<file path="src/rtl/ndiv_pkg.sv">
package ndiv_pkg;
  // Default geometry of the loop divider.
  localparam int unsigned NDIV_CODE_W  = 14;
  localparam int unsigned NDIV_PRE_LOW = 31;

  // Ratio chosen for the next prescaler sub-cycle.
  typedef enum logic {
    PRE_DIV_LO = 1'b0,  // divide by PRE_LOW
    PRE_DIV_HI = 1'b1   // divide by PRE_LOW + 1
  } pre_mod_e;
endpackage

</file>
<file path="src/rtl/ndiv_code_split.sv">
// Splits a divide code into main and swallow counts and clamps illegal pairs.
module ndiv_code_split #(
  parameter int unsigned CODE_W  = 14,
  parameter int unsigned PRE_LOW = 31,
  localparam int unsigned MW = $clog2((2**CODE_W - 1) / PRE_LOW + 1),
  localparam int unsigned AW = $clog2(PRE_LOW)
) (
  input  logic [CODE_W-1:0] code,
  output logic [MW-1:0]     m_val,
  output logic [AW-1:0]     a_val,
  output logic              bad
);
  localparam logic [CODE_W-1:0] BASE = CODE_W'(PRE_LOW);

  logic [CODE_W-1:0] quo;
  logic [CODE_W-1:0] rem;
  logic              unused_hi;

  assign quo = code / BASE;
  assign rem = code % BASE;
  assign unused_hi = ^{quo[CODE_W-1:MW], rem[CODE_W-1:AW]};

  always_comb begin
    m_val = quo[MW-1:0];
    a_val = rem[AW-1:0];
    bad   = 1'b0;
    if (quo == '0) begin
      // No main count: fall back to a single low-ratio sub-cycle.
      m_val = MW'(1);
      a_val = '0;
      bad   = 1'b1;
    end else if (rem > quo) begin
      // Swallow count cannot exceed main count: clamp it.
      a_val = quo[AW-1:0];
      bad   = 1'b1;
    end
  end
endmodule

</file>
<file path="src/rtl/ndiv_prescaler.sv">
// Dual-ratio prescaler: counts PRE_LOW or PRE_LOW+1 input clocks per sub-cycle.
module ndiv_prescaler
  import ndiv_pkg::*;
#(
  parameter int unsigned PRE_LOW = 31,
  localparam int unsigned CW = $clog2(PRE_LOW + 1)
) (
  input  logic     clk,
  input  logic     rst_n,
  input  logic     load,
  input  pre_mod_e mod_next,
  output logic     tc
);
  logic [CW-1:0] pre_cnt;
  logic [CW-1:0] start_val;

  assign start_val = (mod_next == PRE_DIV_HI) ? CW'(PRE_LOW) : CW'(PRE_LOW - 1);
  assign tc        = (pre_cnt == '0);

  always_ff @(posedge clk or negedge rst_n) begin
    if (!rst_n)         pre_cnt <= '0;
    else if (load || tc) pre_cnt <= start_val;
    else                pre_cnt <= pre_cnt - CW'(1);
  end

  // Every sub-cycle restarts at one of the two ratios.
  assert_subcycle_len_R1: assert property (@(posedge clk) disable iff (!rst_n)
    tc |=> (pre_cnt >= CW'(PRE_LOW - 1)));
endmodule

</file>
<file path="src/rtl/ndiv_chain.sv">
// Swallow and main counters clocked by the prescaler terminal count.
module ndiv_chain
  import ndiv_pkg::*;
#(
  parameter int unsigned CODE_W  = 14,
  parameter int unsigned PRE_LOW = 31,
  localparam int unsigned MW = $clog2((2**CODE_W - 1) / PRE_LOW + 1),
  localparam int unsigned AW = $clog2(PRE_LOW)
) (
  input  logic          clk,
  input  logic          rst_n,
  input  logic          tc,
  input  logic          reload,
  input  logic [MW-1:0] m_new,
  input  logic [AW-1:0] a_new,
  output logic          terminal,
  output pre_mod_e      mod_next
);
  logic [MW-1:0] m_rem;
  logic [AW-1:0] a_rem;

  assign terminal = tc && (m_rem == MW'(1));

  always_comb begin
    if (reload) mod_next = (a_new != '0)        ? PRE_DIV_HI : PRE_DIV_LO;
    else        mod_next = (a_rem > AW'(1))     ? PRE_DIV_HI : PRE_DIV_LO;
  end

  always_ff @(posedge clk or negedge rst_n) begin
    if (!rst_n) begin
      m_rem <= MW'(1);
      a_rem <= '0;
    end else if (reload) begin
      m_rem <= m_new;
      a_rem <= a_new;
    end else if (tc) begin
      m_rem <= m_rem - MW'(1);
      if (a_rem != '0) a_rem <= a_rem - AW'(1);
    end
  end

  // Swallowed sub-cycles never outnumber the remaining ones.
  assert_swallow_le_main_R8: assert property (@(posedge clk) disable iff (!rst_n)
    a_rem <= AW'(m_rem > MW'(PRE_LOW) ? PRE_LOW : m_rem));
  // The main count is reloaded before it can run out.
  assert_main_nonzero_R1: assert property (@(posedge clk) disable iff (!rst_n)
    m_rem != '0);
endmodule

</file>
<file path="src/rtl/dual_mod_ndiv.sv">
// Programmable pulse-swallow loop divider.
module dual_mod_ndiv
  import ndiv_pkg::*;
#(
  parameter int unsigned CODE_W  = NDIV_CODE_W,
  parameter int unsigned PRE_LOW = NDIV_PRE_LOW,
  localparam int unsigned MW = $clog2((2**CODE_W - 1) / PRE_LOW + 1),
  localparam int unsigned AW = $clog2(PRE_LOW)
) (
  input  logic              clk,
  input  logic              rst_n,
  input  logic [CODE_W-1:0] div_code,
  input  logic              clear,
  output logic              div_out,
  output logic              code_invalid
);
  logic [MW-1:0] m_new;
  logic [AW-1:0] a_new;
  logic          split_bad;
  logic          tc;
  logic          terminal;
  logic          reload;
  pre_mod_e      mod_next;

  ndiv_code_split #(.CODE_W(CODE_W), .PRE_LOW(PRE_LOW)) u_split (
    .code  (div_code),
    .m_val (m_new),
    .a_val (a_new),
    .bad   (split_bad)
  );

  ndiv_prescaler #(.PRE_LOW(PRE_LOW)) u_pre (
    .clk      (clk),
    .rst_n    (rst_n),
    .load     (reload),
    .mod_next (mod_next),
    .tc       (tc)
  );

  ndiv_chain #(.CODE_W(CODE_W), .PRE_LOW(PRE_LOW)) u_chain (
    .clk      (clk),
    .rst_n    (rst_n),
    .tc       (tc),
    .reload   (reload),
    .m_new    (m_new),
    .a_new    (a_new),
    .terminal (terminal),
    .mod_next (mod_next)
  );

  assign reload  = terminal || clear;
  assign div_out = !reload;

  always_ff @(posedge clk or negedge rst_n) begin
    if (!rst_n)      code_invalid <= 1'b0;
    else if (reload) code_invalid <= split_bad;
  end

  // A fresh cycle is never shorter than one prescaler sub-cycle.
  assert_high_after_load_R2: assert property (@(posedge clk) disable iff (!rst_n)
    reload |=> (div_out || clear));
  // After a clear edge the chain restarts rather than ending at once.
  assert_clear_restarts_R4: assert property (@(posedge clk) disable iff (!rst_n)
    clear |=> !terminal);
  // The validity flag only moves at reload edges.
  assert_flag_at_reload_R10: assert property (@(posedge clk) disable iff (!rst_n)
    !reload |=> $stable(code_invalid));
endmodule

</file>
<file path="config.mk">
export PLATFORM = sky130hd
export DESIGN_NAME = dual_mod_ndiv
export DESIGN_NICKNAME = d
export VERILOG_FILES = /design/src/rtl/ndiv_pkg.sv /design/src/rtl/ndiv_code_split.sv /design/src/rtl/ndiv_prescaler.sv /design/src/rtl/ndiv_chain.sv /design/src/rtl/dual_mod_ndiv.sv
export SDC_FILE = /design/constraint.sdc
export NUM_CORES = 1
export LEC_CHECK = 0
export BUFFER_PORTS_ARGS = -buffer_cell sky130_fd_sc_hd__buf_2
export CORE_UTILIZATION = 30
export CTS_BUF_LIST = sky130_fd_sc_hd__clkbuf_8
export DETAILED_ROUTE_END_ITERATION = 8
export HOLD_SLACK_MARGIN = 0.1
export SKIP_CTS_REPAIR_TIMING = 1
export SYNTH_ARGS = -nofsm -noshare
export SYNTH_HDL_FRONTEND = slang
export SYNTH_SLANG_ARGS = --single-unit
</file>
<file path="constraint.sdc">
create_clock -name clk -period 2.9 [get_ports clk]
set_input_delay 0.29 -clock clk [delete_from_list [all_inputs] [get_ports clk]]
set_output_delay 0.29 -clock clk [all_outputs]
set_load 0.05 [all_outputs]
</file>
Word-level counts from Yosys, hierarchy flattened
Cells that the tools add are included.
{"block": "word_totals", "output_inout_bits": 2, "input_bits": 17, "reg_bits": 21, "elab_cells": 38}
{"block": "op_classes", "n_reduce_logical": 11, "n_addsub": 3, "order_cmp": 2, "div": 2, "muxes": 15, "n_eq_ne": 1}
{"op": "$mux 10", "count": 3}
{"op": "$mux 5", "count": 6}
{"op": "$div 14x5->14 const B", "count": 1}
{"op": "$gt 14x14->1", "count": 1}
{"op": "$logic_not 14->1", "count": 1}
{"op": "$mod 14x5->14 const B", "count": 1}
{"op": "$eq 10x1->1 const B", "count": 1}
{"op": "$reduce_bool 5->1", "count": 2}
{"op": "$sub 10x1->10 const B", "count": 1}
{"op": "$sub 5x1->5 const B", "count": 2}
{"op": "$mux 1", "count": 6}
{"op": "$gt 5x1->1 const B", "count": 1}
{"op": "$logic_not 5->1", "count": 1}
{"op": "$reduce_bool 2->1", "count": 2}
{"op": "$logic_or 1x1->1", "count": 2}
{"op": "$reduce_and 2->1", "count": 1}
{"op": "$logic_and 1x1->1", "count": 1}
{"op": "$logic_not 1->1", "count": 1}

Longest topological paths before layout
{"block": "logic_depth", "ltp_word": 9, "depth_mapped": 40, "mapped_depth_nobuf": 38}

Modules after synthesis
A second synthesis with hierarchy kept.
{"block": "unflattened", "hier_cells": 529, "hier_area_um2": 3872.5}
{"module": "ndiv_code_split", "area_per_inst_um2": 2643.8, "seq_area_each_um2": 0.0, "n_inst": 1, "cells_per_inst": 399}
{"module": "ndiv_chain", "area_per_inst_um2": 938.4, "seq_area_each_um2": 376.6, "n_inst": 1, "cells_per_inst": 106}
{"module": "ndiv_prescaler", "area_per_inst_um2": 240.2, "seq_area_each_um2": 125.1, "n_inst": 1, "cells_per_inst": 20}
{"module": "dual_mod_ndiv", "area_per_inst_um2": 50.0, "seq_area_each_um2": 25.0, "n_inst": 1, "cells_per_inst": 4}

Worst setup path before layout
No wires, ideal clock.
{"block": "synth_path", "path_type": "input port to flip-flop", "startpoint": "input port div_code[7]", "endpoint": "register u_pre.pre_cnt[0]", "path_slack_ns": -4.821, "arrival_time_ns": 7.588, "setup_ns": 0.134, "path_buffers": 1, "path_stages": 39, "required_ns": 2.766, "path_cell_list": "buf_2 -> inv_1 -> a2111oi_4 -> o221a_2 -> nor2_1 -> or4_4 -> a211oi_2 -> o22ai_4 -> xor2_4 -> nor3_4 -> mux2i_4 -> xnor2_2 -> a21boi_2 -> ha_1 -> inv_1 -> nor2_1 -> mux2i_4 -> a31oi_2 -> (+3 left out) -> ha_1 -> o21ai_2 -> o21a_1 -> nor2_1 -> a31oi_1 -> ha_1 -> nor2b_1 -> o21a_1 -> o21a_1 -> o21ai_0 -> nand2b_1 -> a21oi_1 -> o21ai_0 -> a22oi_1 -> o41a_1 -> nand4_1 -> a221oi_1 -> a31oi_1"}
{"block": "synth_between", "elab_chain_len": 9, "elab_cells_between_ends": 11, "cone_classes": "2 x div; 1 x order compare; 6 x mux; 2 x reduce/logical"}
{"element": "from (decl)", "line": "dual_mod_ndiv.sv:12", "rtl": "input logic [CODE_W-1:0] div_code,"}
{"element": "$mod 14x5->14 / $div 14x5->14 (equally long branches)", "line": "ndiv_code_split.sv:20, ndiv_code_split.sv:19"}
{"element": "$gt 14x14->1", "line": "ndiv_code_split.sv:32", "rtl": "end else if (rem > quo) begin"}
{"element": "$mux 5", "line": "ndiv_code_split.sv:32"}
{"element": "$mux 5 *", "line": "ndiv_code_split.sv:27", "rtl": "if (quo == '0) begin"}
{"element": "$reduce_bool 5->1 *", "line": "ndiv_chain.sv:25", "rtl": "if (reload) mod_next = (a_new != '0) ? PRE_DIV_HI : PRE_DIV_LO;"}
{"element": "$mux 1 * (2 in series)", "line": "ndiv_chain.sv:25"}
{"element": "$mux 1 *", "line": "ndiv_prescaler.sv:17", "rtl": "assign start_val = (mod_next == PRE_DIV_HI) ? CW'(PRE_LOW) : CW'(PRE_LOW - 1);"}
{"element": "$mux 5 *", "line": "ndiv_prescaler.sv:22", "rtl": "else if (load || tc) pre_cnt <= start_val;"}
{"element": "to (signal assigned)", "line": "ndiv_prescaler.sv:22"}
{"element": "to (signal assigned)", "line": "ndiv_prescaler.sv:23", "rtl": "else pre_cnt <= pre_cnt - CW'(1);"}
{"element": "to (decl)", "line": "ndiv_prescaler.sv:14", "rtl": "logic [CW-1:0] pre_cnt;"}
Mark *: on every way between the ends. The rest lies on a longest branch, timed or not.
A chain may end at the register's enable or synchronous reset.

Worst setup path after layout
{"block": "layout_path", "startpoint": "input port div_code[10]", "endpoint": "register u_pre.pre_cnt[0]"}
The elaborated chain is that of the path after synthesis.

==> summary.md <==
| Metric | Value |
|---|---|
| Top_reg_cell synth | dfrtp_1 |
| CP Capture Type | flop |
| Largest stage delay, worst path | 590 ps |
| Top cells by area, synth | dfrtp_1 (13%), ha_1 (5.9%), a21oi_1 (4.9%), nand2_1 (4.4%), o21ai_0 (4.4%) |
| CTS Buffer Depth | 2 |
| Crit path required time | 3030 ps |
| RR Endpoint | u_chain.a_rem[1] |
| Worst Path Max Fanout | 7 |
| Number of enable flip-flop cells after synthesis | 0 |
| 1st-pass router iterations | 4 |
| Kind of cell adding the most delay to the critical path | compound AO/OA/AOI/OAI gates |
| Initial Util | 31.2% |
| Total track usage | 18.9% |
| Skew final | 5.42 ps |
| Clk pin slew, worst setup/hold paths | 80 ps |
| Layout Cells excl Fill | 861 |
| Worst VDD drop | 0.000222 V |
| Final #Nets | 729 |
| Pwr/cell area | 537 nW/um^2 |
| Hold Crit Class | in -> reg |
| Post-synthesis cell type count | 95 |
| Routed len/inst | 15.0 um |
| Die Wd | 114 um |
| Syn Area/Cell | 7.68 um^2 |
| Multi-input logic area | 3520 um^2 |
| Post-synthesis net count | 529 |
| DRT antenna net count | 0 |
| Critical path depth | 36 |
| Final hold vios | 0 |
| Largest area contributor in the netlist | dfrtp_1 |
| CTS Buf Count | 3 |
| TNS Setup | -32,840 ps |
| Yosys reg bits | 21 |
| Placed Instances | 837 |
| Port Buf Inserts | 18 |
| Final Wtd Congestion | 0.908 |
| Htree depth | 1 |
| Slowest stage cell, crit path | or4_4 |
| Leakage power | 2.56 nW |
| Most common cell after layout, fill and taps aside | buf_4 |
| Util after Layout | 49.6% |
| Sink Count | 21 |
| Worst-margin pin slew | 504 ps |
| Initial antenna violation count | 0 |
| Fill cell count | 1,168 |
| Root Driver | clkbuf_8 |
| Failing checks | negative setup slack |
| Slew headroom | 66.4% |
| Vias/cell | 5.39 |
| Share of layout cells above drive strength 1 | 48.6% |
| Row count | 40 |
| Status | complete, but fails checks |
| Ys Warns | 0 |
| Critical Path AT | 7120 ps |
| Routed Wire Length | 12,900 um |
| Die ar. | 13,100 um^2 |
| Synthesized area | 3790 um^2 |
| CP Class | in -> reg |
| Global-route wire length before repair | 20,600 um |
| DR vias | 4,644 |
| Share of the synthesized area in the top cell type | 13.2% |
| R2R setup slack | 590 ps |
| Fmax | 143 MHz |
| Global route overflow | 0 |
| CP endpoint | u_pre.pre_cnt[0] |
| Area of the core | 12,200 um^2 |
| Crit path launch type | input pin |
| Vias in the first global route | 4,425 |
| Ratio of final minimum period to clock period | 241% |
| Register area | 527 um^2 |
| Register area share after synthesis | 13.9% |
| Layout area overhead | 59.0% |
| Die H | 114 um |
| # diodes | 0 |
| Buf+Inv Stages, Crit Path | 6 |
| Worst-Skew Late Latency | 260 ps |
| DP Wirelength | 10,100 um |
| Worst R2R Path Depth | 7 |
| Shortest period the worst path allows | 6990 ps |
| Final setup margin | -4090 ps |
| Beginning of the critical path | div_code[10] |
| IO Count | 19 |
| Largest net degree at the start of global routing | 22 |
| Most frequent cells in the layout | buf_4 (192), nand2_1 (40), nor2_1 (37), a21oi_1 (31), o21ai_0 (25) |
| Most frequent CP cell | buf_4 |
| DR iter-0 viols | 293 |
| Setup violations, final | 11 |
| Async SR Flop Fraction | 100% |
| Max-cap violations | 0 |
| Synth Instances | 494 |
| Hold Worst Slack | 299 ps |
| Worst r2r src | u_chain.m_rem[6] |
| CTS tree | yes |
| Residual DRC | 0 |
| Fin. max-slew vios | 0 |
| RSZ-0062 raised after global routing | yes |
| Pre-CTS setup slack | -4500 ps |
==> registers in the layout, summed over array words and instances, names as in the netlist <==
| register | cells |
|---|---|
| u_pre.pre_cnt | 5 |
| code_invalid | 1 |
| u_chain.m_rem | 10 |
| u_chain.a_rem | 5 |
==> synth_stat cells (all sizes together) (4+ instances only) <==
cell type	instances
nor4	4
a21oi	40
nand2	46
or4	7
nor2b	5
inv	18
o211ai	10
clkbuf	9
a21o	7
a31o	5
a22o	5
buf	12
a211oi	9
or3	6
dfrtp	20
and3	7
mux2i	9
nand4	7
xnor2	6
nor3	21
nand2b	7
and2	6
a2bb2oi	5
o31ai	6
o22ai	8
nor2	45
nand3	12
xor2	4
a31oi	11
ha	18
o21ai	42
mux2	4
a21boi	6
o2111ai	5
or2	7
o21a	8
==> routing by layer <==
metal | track usage [%] | wire [um] | vias up
li1 | - | - | 2308
met1 | 25.4 | 6030 | 2230
met2 | 33.4 | 6430 | 91
met3 | 1.69 | 340 | 15
met4 | 2.68 | 137 | 0
met5 | 0 | 0 | -
==> cell families after synthesis <==
| family | count (synthesis) | synth area share (%) |
|---|---|---|
| AO/OA/AOI/OAI | 196 | 39.5 |
| multiplexers | 13 | 4.55 |
| AND/OR/NAND/NOR | 193 | 27.6 |
| flip-flops | 21 | 13.9 |
| other | 1 | 0.0989 |
| buffers and inverters | 39 | 4.59 |
| XOR/XNOR | 10 | 3.00 |
| adder cells (fa/ha/maj) | 21 | 6.73 |
==> per-stage QoR <==
| step | total power [mW] | instance area (um^2) |
|---|---|---|
| after floorplan | 1.74 | 3950 |
| after detailed placement | 2.74 | 5490 |
| final | 3.24 | 6030 |
| after global routing | 3.49 | 6030 |
| after CTS | 2.95 | 5530 |
| after global placement | 2.68 | 5490 |
==> final cells by class <==
| class | instances | share of cell area (%) |
|---|---|---|
| Sequential cell | 21 | 8.73 |
| Inverter | 18 | 1.12 |
| Multi-Input combinational cell | 434 | 58.4 |
| Timing Repair Buffer | 216 | 27.5 |
| Clock buffer | 3 | 0.685 |
| Tap cell | 168 | 3.49 |
| Clock inverter | 1 | 0.0622 |
==> how the worst min path moves through the flow <==
stage | from | endpoint | slack, ps | cells past startpoint
floorplan | rst_n | code_invalid | -6 | 0
global route | clear | u_pre.pre_cnt[4] | 300 | 2
global placement | rst_n | u_pre.pre_cnt[2] | 280 | 1
finish | clear | u_pre.pre_cnt[4] | 300 | 2
detailed placement | rst_n | u_chain.m_rem[9] | 280 | 1
CTS | rst_n | u_pre.pre_cnt[2] | 0.5 | 1
==> where the power goes <==
| group | internal [mW] | switching (mW) |
|---|---|---|
| registers | 0.372 | 0.0799 |
| logic | 1.30 | 1.29 |
| clock network | 0.0945 | 0.101 |
| total | 1.77 | 1.47 |
No activity file was read; power rests on OpenSTA's default activity.
